`src/rtl/pmc_pkg.sv`:
```
// Shared types and register addresses for the multifunction pin controller.
// Assumes a 2-bit address space and 8-bit write data.
package pmc_pkg;

    localparam int ADDR_W = 2;
    localparam int DATA_W = 8;

    localparam logic [ADDR_W-1:0] ADDR_MODE = 2'd0;
    localparam logic [ADDR_W-1:0] ADDR_PORT = 2'd1;
    localparam logic [ADDR_W-1:0] ADDR_EDGE = 2'd2;

    typedef enum logic [1:0] {
        EDGE_NONE = 2'b00,
        EDGE_RISE = 2'b01,
        EDGE_FALL = 2'b10,
        EDGE_BOTH = 2'b11
    } edge_sel_e;

    typedef struct packed {
        logic      alt_en;
        logic      func_b;
        logic      od_en;
        logic      port_dir;
        logic      port_dout;
        edge_sel_e esel;
    } pmc_cfg_t;

endpackage

```
`src/rtl/pmc_cfg_regs.sv`:
```
// Configuration register file.
// It decodes single-cycle writes into the mode, port and edge-select fields.
// Assumes write data is valid in the same cycle as wr_en; the reset is synchronous active-low.
module pmc_cfg_regs
    import pmc_pkg::*;
#(
    parameter int AW = ADDR_W,
    parameter int DW = DATA_W
) (
    input  logic          clk,
    input  logic          rst_n,
    input  logic          wr_en,
    input  logic [AW-1:0] wr_addr,
    input  logic [DW-1:0] wr_data,
    output pmc_cfg_t      cfg
);

    // Register update: clear on reset, load the addressed field on a write.
    always_ff @(posedge clk) begin
        if (!rst_n) begin
            cfg <= '0;
        end else if (wr_en) begin
            case (wr_addr)
                ADDR_MODE: begin
                    cfg.alt_en <= wr_data[0];
                    cfg.func_b <= wr_data[1];
                    cfg.od_en  <= wr_data[2];
                end
                ADDR_PORT: begin
                    cfg.port_dir  <= wr_data[0];
                    cfg.port_dout <= wr_data[1];
                end
                ADDR_EDGE: cfg.esel <= edge_sel_e'(wr_data[1:0]);
                default: ;
            endcase
        end
    end

endmodule

```
`src/rtl/pmc_out_mux.sv`:
```
// Output selection for the pad.
// It chooses between port, function A data and function B clock, then applies open-drain masking.
// Purely combinational; assumes the configuration is already registered.
module pmc_out_mux
    import pmc_pkg::*;
(
    input  pmc_cfg_t cfg,
    input  logic     sdo_a,
    input  logic     scl_b,
    output logic     pin_oe,
    output logic     pin_out
);

    logic drv_en;
    logic drv_val;

    // Source selection by mode and function select.
    always_comb begin
        if (!cfg.alt_en) begin
            drv_en  = cfg.port_dir;
            drv_val = cfg.port_dout;
        end else if (!cfg.func_b) begin
            drv_en  = 1'b1;
            drv_val = sdo_a;
        end else begin
            drv_en  = 1'b1;
            drv_val = scl_b;
        end
    end

    // Open-drain stage: a high value releases the pad.
    always_comb begin
        pin_out = drv_val;
        pin_oe  = drv_en & ~(cfg.od_en & drv_val);
    end

endmodule

```
`src/rtl/pmc_in_gate.sv`:
```
// Input path: synchronizes the pad level through a chain of flops.
// The last flop doubles as the port input register.
// The synchronized level is then ANDed with the alternate-mode bit.
// Assumes STAGES >= 2.
module pmc_in_gate #(
    parameter int STAGES = 2
) (
    input  logic clk,
    input  logic rst_n,
    input  logic pin_in,
    input  logic alt_en,
    output logic sync_lvl,
    output logic gated
);

    logic [STAGES-1:0] stage_q;

    for (genvar i = 0; i < STAGES; i++) begin : g_sync
        if (i == 0) begin : g_first
            // First stage samples the asynchronous pad level.
            always_ff @(posedge clk) begin
                if (!rst_n) stage_q[0] <= 1'b0;
                else        stage_q[0] <= pin_in;
            end
        end else begin : g_next
            // Later stages shift the sample along the chain.
            always_ff @(posedge clk) begin
                if (!rst_n) stage_q[i] <= 1'b0;
                else        stage_q[i] <= stage_q[i-1];
            end
        end
    end

    // Gate toward alternate-function logic.
    always_comb begin
        sync_lvl = stage_q[STAGES-1];
        gated    = sync_lvl & alt_en;
    end

endmodule

```
`src/rtl/pmc_edge_det.sv`:
```
// Edge detector on the gated input.
// The previous-value flop updates every cycle regardless of edge selection.
// irq is combinational from registered state, so it lasts exactly one cycle per edge.
module pmc_edge_det
    import pmc_pkg::*;
(
    input  logic      clk,
    input  logic      rst_n,
    input  logic      lvl,
    input  edge_sel_e esel,
    output logic      irq
);

    logic prev_q;

    // History flop, always tracking.
    always_ff @(posedge clk) begin
        if (!rst_n) prev_q <= 1'b0;
        else        prev_q <= lvl;
    end

    // Qualify rise and fall against the selection bits.
    always_comb begin
        irq = (esel[0] & lvl & ~prev_q) | (esel[1] & ~lvl & prev_q);
    end

endmodule

```
`src/rtl/pin_mux_ctrl.sv`:
```
// Top level of the multifunction pin controller.
// It ties together the register file, output mux, input gating and edge interrupt.
// Assumes a single clock and a synchronous active-low reset.
module pin_mux_ctrl
    import pmc_pkg::*;
#(
    parameter int AW          = ADDR_W,
    parameter int DW          = DATA_W,
    parameter int SYNC_STAGES = 2
) (
    input  logic          clk,
    input  logic          rst_n,
    input  logic          wr_en,
    input  logic [AW-1:0] wr_addr,
    input  logic [DW-1:0] wr_data,
    input  logic          pin_in,
    input  logic          sdo_a,
    input  logic          scl_b,
    output logic          pin_oe,
    output logic          pin_out,
    output logic          port_rd,
    output logic          af_in,
    output logic          irq
);

    pmc_cfg_t cfg_q;

    pmc_cfg_regs #(.AW(AW), .DW(DW)) u_regs (
        .clk     (clk),
        .rst_n   (rst_n),
        .wr_en   (wr_en),
        .wr_addr (wr_addr),
        .wr_data (wr_data),
        .cfg     (cfg_q)
    );

    pmc_out_mux u_mux (
        .cfg     (cfg_q),
        .sdo_a   (sdo_a),
        .scl_b   (scl_b),
        .pin_oe  (pin_oe),
        .pin_out (pin_out)
    );

    pmc_in_gate #(.STAGES(SYNC_STAGES)) u_gate (
        .clk      (clk),
        .rst_n    (rst_n),
        .pin_in   (pin_in),
        .alt_en   (cfg_q.alt_en),
        .sync_lvl (port_rd),
        .gated    (af_in)
    );

    pmc_edge_det u_edge (
        .clk   (clk),
        .rst_n (rst_n),
        .lvl   (af_in),
        .esel  (cfg_q.esel),
        .irq   (irq)
    );

endmodule

```
`config.mk`:
```
export PLATFORM = sky130hd
export DESIGN_NAME = pin_mux_ctrl
export DESIGN_NICKNAME = d
export VERILOG_FILES = /design/src/rtl/pmc_pkg.sv /design/src/rtl/pmc_cfg_regs.sv /design/src/rtl/pmc_out_mux.sv /design/src/rtl/pmc_in_gate.sv /design/src/rtl/pmc_edge_det.sv /design/src/rtl/pin_mux_ctrl.sv
export SDC_FILE = /design/constraint.sdc
export NUM_CORES = 1
export LEC_CHECK = 0
export ABC_AREA = 1
export BUFFER_PORTS_ARGS = -buffer_cell sky130_fd_sc_hd__buf_4
export CAP_MARGIN = 25
export CORE_AREA = 5 5 42 44
export DETAILED_ROUTE_END_ITERATION = 8
export DIE_AREA = 0 0 47 49
export GPL_TIMING_DRIVEN = 0
export PLACE_DENSITY = 0.67
export SYNTH_ARGS = -nofsm -noshare
export SYNTH_HDL_FRONTEND = slang
export SYNTH_HIERARCHICAL = 1
export SYNTH_SLANG_ARGS = --single-unit
```
`constraint.sdc`:
```
create_clock -name clk -period 2.3 [get_ports clk]
set_input_delay 0.115 -clock clk [delete_from_list [all_inputs] [get_ports clk]]
set_output_delay 0.115 -clock clk [all_outputs]
set_load 0.03 [all_outputs]
```
==> results of run 1 <==
[where the power goes]
part | switching [mW] | leakage, nW | internal [mW]
combinational | 0.0355 | 0.265 | 0.0293
sequential | 0.00471 | 0.0819 | 0.181
clock | 0.0597 | 0.0210 | 0.0961
[area by class of cell]
class / count / area, sq um
fillers: 155 / 740.7
multi-input cells: 46 / 227.7
flip-flops and latches: 10 / 200.2
clock buffers: 4 / 36.28
repair buffers: 14 / 105.1
plain buffers: 1 / 7.507
well taps: 16 / 20.02
inverters: 17 / 63.81
[per-stage QoR]
stage	power (mW)	utilization, %	area (sq um)
6_report	0.4066	47.14	660.6
5_1_grt	0.4285	47.14	660.6
4_1_cts	0.4145	47.14	660.6
3_5_place_dp	0.2552	44.55	624.3
3_3_place_gp	0.2540	44.55	624.3
2_1_floorplan	0.2268	-	499.2
[worst reg2reg max path: stages (launching register included)]
cell and delay (ns):
dfxtp_1 0.39, nand2_1 0.07, inv_1 0.10, nand2_1 0.06, inv_1 0.04
[per-layer routing]
metal / vias up / routed length [um]
met3: 2 / 37
met4: 0 / 19
met1: 194 / 449
met2: 9 / 436
li1: 255 / -
met5: - / 0
[Yosys cell counts]
cell	instances	area share, %
nand3_2	3	6.0
buf_4	1	1.5
nor2_1	7	5.3
nor2_4	1	2.3
a21oi_1	3	3.0
and2_1	1	1.3
or2_2	1	1.3
or2_1	1	1.3
inv_1	17	13
nand2_1	19	14
dfxtp_1	10	40
nor2_2	4	5.0
nand3_1	6	6.0
[worst min path at each step]
stage	startpoint	endpoint	slack, ns	cells after the start
floorplan	rst_n	u_gate/stage_q[0]$_SDFF_PN0_	0.21	2
global placement	pin_in	u_gate/stage_q[0]$_SDFF_PN0_	0.30	3
detailed placement	pin_in	u_gate/stage_q[0]$_SDFF_PN0_	0.30	3
CTS	pin_in	u_gate/stage_q[0]$_SDFF_PN0_	0.02	3
global route	pin_in	u_gate/stage_q[0]$_SDFF_PN0_	0.03	3
finish	pin_in	u_gate/stage_q[0]$_SDFF_PN0_	0.03	3
[cells by family after synthesis]
family | share of synthesized area (%)
buf+inv | 14.29
compound gates | 3.007
flops | 40.10
simple gates | 42.61
[sequential cells by signal (all words and copies together) (netlist names)]
name,count
u_gate/stage_q,1
u_regs/cfg,7
u_gate/sync_lvl,1
u_edge/prev_q,1
==> impl_metrics.json, run 1 <==
{
  "track_usage_pct": 9.322,
  "drtAntennaViolNets": 0,
  "synthCells": 74,
  "cts_root_buf": "clkbuf_4",
  "reg2reg_from": "u_regs/cfg[6]$_SDFFE_PN0P_",
  "grt_overflow_total": 0,
  "ioPinCount": 21,
  "finalCritPeriodShare_pct": 56.03,
  "syn_area_sq_um": 499.2,
  "die_y_um": 49,
  "endpoint_kind": "output pin",
  "io_buffers": 14,
  "crit_chain": "or2_1 -> and2_1 -> buf_4",
  "whs_ns": 0.02809,
  "dp_cells": 104,
  "drt_iter0_drc": 9,
  "cp.depth": 3,
  "clock_skew_ns": 0.004397,
  "critPathLaunchType": "flop",
  "drv_cap": 0,
  "grt_pass1_vias": 409,
  "fin_ws_ns": 1.011,
  "grt_max_degree": 11,
  "drt_wl_total_um": 943,
  "cpLargestDelayFamily": "simple AND/OR/NAND/NOR gates",
  "reg2reg_slack_ns": 1.60,
  "ys_ff_latch": 10,
  "p_leak_nw": 0.3675,
  "rr_worst_depth": 4,
  "numCtsBuffers": 3,
  "critPathMaxStageDelay_ns": 0.34,
  "layout_commonest_cell": "nand2_1",
  "place_hpwl_um": 744.8,
  "hold_class": "in -> reg",
  "worstSetupStartpoint": "u_regs/cfg[6]$_SDFFE_PN0P_",
  "peakVddDrop_mv": 0.3700,
  "first_pass_iters": 4,
  "drv_slew": 0,
  "htree_num_levels": 1,
  "syn2layout_area_growth_pct": 32.33,
  "cts_buffer_depth": 2,
  "timing.fmax_mhz": 776.0,
  "final_hold_viol_count": 0,
  "grtUsageMet2_pct": 13.57,
  "nets": 109,
  "wire_per_inst_um": 8.731,
  "ys_warn_count": 6,
  "place_ws_ns": 1.280,
  "postCtsSetupRepairBufs": 0,
  "grtUsageMet1_pct": 11.09,
  "period_needed_ns": 1.289,
  "arrival_ns": 1.17,
  "die_w_um": 47,
  "worstSetupPathType": "reg -> out",
  "vias": 460,
  "grtUsageMet3_pct": 1.476,
  "worstPathRequired_ns": 2.18,
  "finalSetupViolations": 0,
  "path_clk_slew_ns": 0.07,
  "rr_endpoint": "u_edge/prev_q$_SDFF_PN0_",
  "antenna_found_initial": 0,
  "start_util_pct": 35.63,
  "final_cell_mix": "nand2_1, inv_1, buf_4, dfxtp_1, nor2_1",
  "power_density_nw_per_um2": 615.4,
  "crit_slowest_cell": "dfxtp_1",
  "syn_nets": 90,
  "insertion_delay_ns": 0.26,
  "cts.sinks": 10,
  "rsz0062_at_grt": "false",
  "drc": 0,
  "grt_pass1_wl_um": 1573,
  "final_layout_size_suffix_gt1_share_pct": 30.43,
  "crit_path_max_fanout": 5,
  "relSlewSlack_pct": 89.59,
  "core_sq_um": 1401,
  "fin_tns_setup_ns": 0,
  "cts_tree": "built",
  "die_area_sq_um": 2303,
  "viasPerCell": 4.259,
  "ctsResizeCount": 0,
  "n_antenna_cell": 0,
  "ys_seq_area_share_pct": 40.10,
  "endpoint": "pin_out",
  "rows": 14,
  "syn_avg_cell_area_sq_um": 6.746,
  "gp_congestion": 0.7502,
  "synth_cell_types": 13,
  "tightest_slew_ns": 0.1560,
  "status": "complete, no violations",
  "final_cell_count_no_fill": 108,
  "holdBufCountCts": 0,
  "top_usage_layer": "met2",
  "crit_buf_inv": 1
}
Power figures use the tool's default switching activity.
==> run 2, diff against run 1 <==
==> constraint.sdc (replaced) <==
create_clock -name clk -period 1.3 [get_ports clk]
set_input_delay 0.065 -clock clk [delete_from_list [all_inputs] [get_ports clk]]
set_output_delay 0.065 -clock clk [all_outputs]
set_load 0.03 [all_outputs]
==> impl_metrics.json, run 2 (synthesis results as in run 1) <==
{
  "arrival_ns": 1.16,
  "drt_iter0_drc": 10,
  "final_cell_mix": "nand2_1, inv_1, buf_4, dfxtp_1, nor2_1",
  "p_leak_nw": 0.3721,
  "power_frac_comb_pct": 16.2,
  "fin_tns_setup_ns": 0,
  "worstPathRequired_ns": 1.24,
  "viasPerCell": 4.239,
  "tightest_slew_ns": 0.1387,
  "path_clk_slew_ns": 0.07,
  "postCtsSetupRepairBufs": 0,
  "rsz0062_at_grt": "false",
  "reg2reg_slack_ns": 0.64,
  "grt_pass1_wl_um": 1573,
  "largest_register_ffs": 7,
  "stdcell_area_sq_um": 671.9,
  "clock_skew_ns": 0.004052,
  "critPathMaxStageDelay_ns": 0.34,
  "n_antenna_cell": 0,
  "grt_max_degree": 11,
  "drtAntennaViolNets": 0,
  "syn2layout_area_growth_pct": 34.59,
  "io_buffers": 14,
  "swShare_pct": 24.60,
  "place_ws_ns": 0.3296,
  "seqPwrFrac_pct": 45.6,
  "core_sq_um": 1401,
  "fill_cells": 154,
  "timing.fmax_mhz": 817.3,
  "die_y_um": 49,
  "endpoint_kind": "output pin",
  "cts_root_buf": "clkbuf_4",
  "internal-power_uw": 544.8,
  "drt_wl_total_um": 949,
  "gp_congestion": 0.7502,
  "htree_num_levels": 1,
  "antenna_found_initial": 0,
  "power.switching_uw": 177.8,
  "drv_cap": 0,
  "track_usage_pct": 9.322,
  "grt_overflow_total": 0,
  "rr_worst_depth": 4,
  "rr_endpoint": "u_edge/prev_q$_SDFF_PN0_",
  "status": "complete, no violations",
  "whs_ns": 0.05200,
  "grt_pass1_vias": 406,
  "numCtsBuffers": 3,
  "clkPwrFrac_pct": 38.2,
  "cts_tree": "built",
  "hold_class": "in -> reg",
  "cts.sinks": 10,
  "die_w_um": 47,
  "worstSetupStartpoint": "u_regs/cfg[6]$_SDFFE_PN0P_",
  "finalCritPeriodShare_pct": 94.12,
  "wire_per_inst_um": 8.706,
  "ioPinCount": 21,
  "vias": 462,
  "worstSetupPathType": "reg -> out",
  "crit_slowest_cell": "dfxtp_2",
  "place_hpwl_um": 744.8,
  "fin_ws_ns": 0.07641,
  "insertion_delay_ns": 0.26,
  "crit_path_max_fanout": 5,
  "crit_chain": "or2_1 -> and2_1 -> buf_4",
  "peakVddDrop_mv": 0.6547,
  "final_hold_viol_count": 0,
  "placed_area_sq_um": 624.3,
  "cts_buffer_depth": 2,
  "drc": 0,
  "layout_commonest_cell": "nand2_1",
  "rows": 14,
  "start_util_pct": 35.63,
  "finalSetupViolations": 0,
  "period_needed_ns": 1.224,
  "final_layout_size_suffix_gt1_share_pct": 31.18,
  "power_density_nw_per_um2": 1075,
  "critPathLaunchType": "flop",
  "endpoint": "pin_out",
  "first_pass_iters": 4,
  "reg2reg_from": "u_regs/cfg[6]$_SDFFE_PN0P_",
  "die_area_sq_um": 2303,
  "nets": 110,
  "top_register": "u_regs/cfg",
  "drv_slew": 0,
  "relSlewSlack_pct": 90.73
}
run 2: worst min-delay path by stage:
stage	startpoint	to	slack [ns]	depth (start not counted)
after floorplan	rst_n	u_gate/stage_q[0]$_SDFF_PN0_	0.16	2
after global placement	pin_in	u_gate/stage_q[0]$_SDFF_PN0_	0.25	3
after detailed placement	pin_in	u_gate/stage_q[0]$_SDFF_PN0_	0.25	3
after CTS	wr_data[0]	u_regs/cfg[0]$_SDFFE_PN0P_	0.05	3
after global routing	wr_data[0]	u_regs/cfg[0]$_SDFFE_PN0P_	0.05	3
final	wr_data[0]	u_regs/cfg[0]$_SDFFE_PN0P_	0.05	3
run 2: repair_timing:
action                                  4_1_cts  5_1_grt
hold buffers                                  1        0
endpoints found under the setup margin        0        2
gates resized for setup                       0        1
endpoints found under the hold margin         1        0
run 2: layout make-up:
cell class	instances	area, sq um	share of cell area, %
inverters	17	63.81	9.497
repair buffers	15	115.1	17.13
clock buffers	4	36.28	5.400
well taps	16	20.02	2.980
plain buffers	1	7.507	1.117
multi-input cells	46	227.7	33.89
flip-flops and latches	10	201.4	29.98
run 2: per-layer routing:
| layer | share of wire (%) | vias to the layer above | track usage [%] |
|---|---|---|---|
| li1 | - | 257 | - |
| met3 | 5.2 | 2 | 1.476 |
| met2 | 46 | 13 | 13.57 |
| met4 | 2.0 | 0 | 8.295 |
| met1 | 47 | 190 | 11.09 |
| met5 | 0 | - | 0 |
run 2: power groups by stage:
stage | sequential (mW) | clock, mW | combinational, mW
final | 0.329 | 0.276 | 0.117
after global routing | 0.331 | 0.301 | 0.129
after CTS | 0.329 | 0.289 | 0.118
after detailed placement | 0.336 | 0 | 0.115
after global placement | 0.336 | 0 | 0.113
after floorplan | 0.336 | 0 | 0.0651
run 2: critical path, delay by kind of cell (launching register included):
family | cells | cell delay (ns)
DFF | 1 | 0.34
and+or+nand+nor | 2 | 0.40
buffers and inverters | 1 | 0.16
run 2: metrics by stage:
stage	cells	util (%)	power (mW)
floorplan	74	-	0.4013
global placement	104	44.55	0.4493
detailed placement	104	44.55	0.4516
CTS	109	47.86	0.7357
global route	109	47.95	0.7612
finish	109	47.95	0.7226
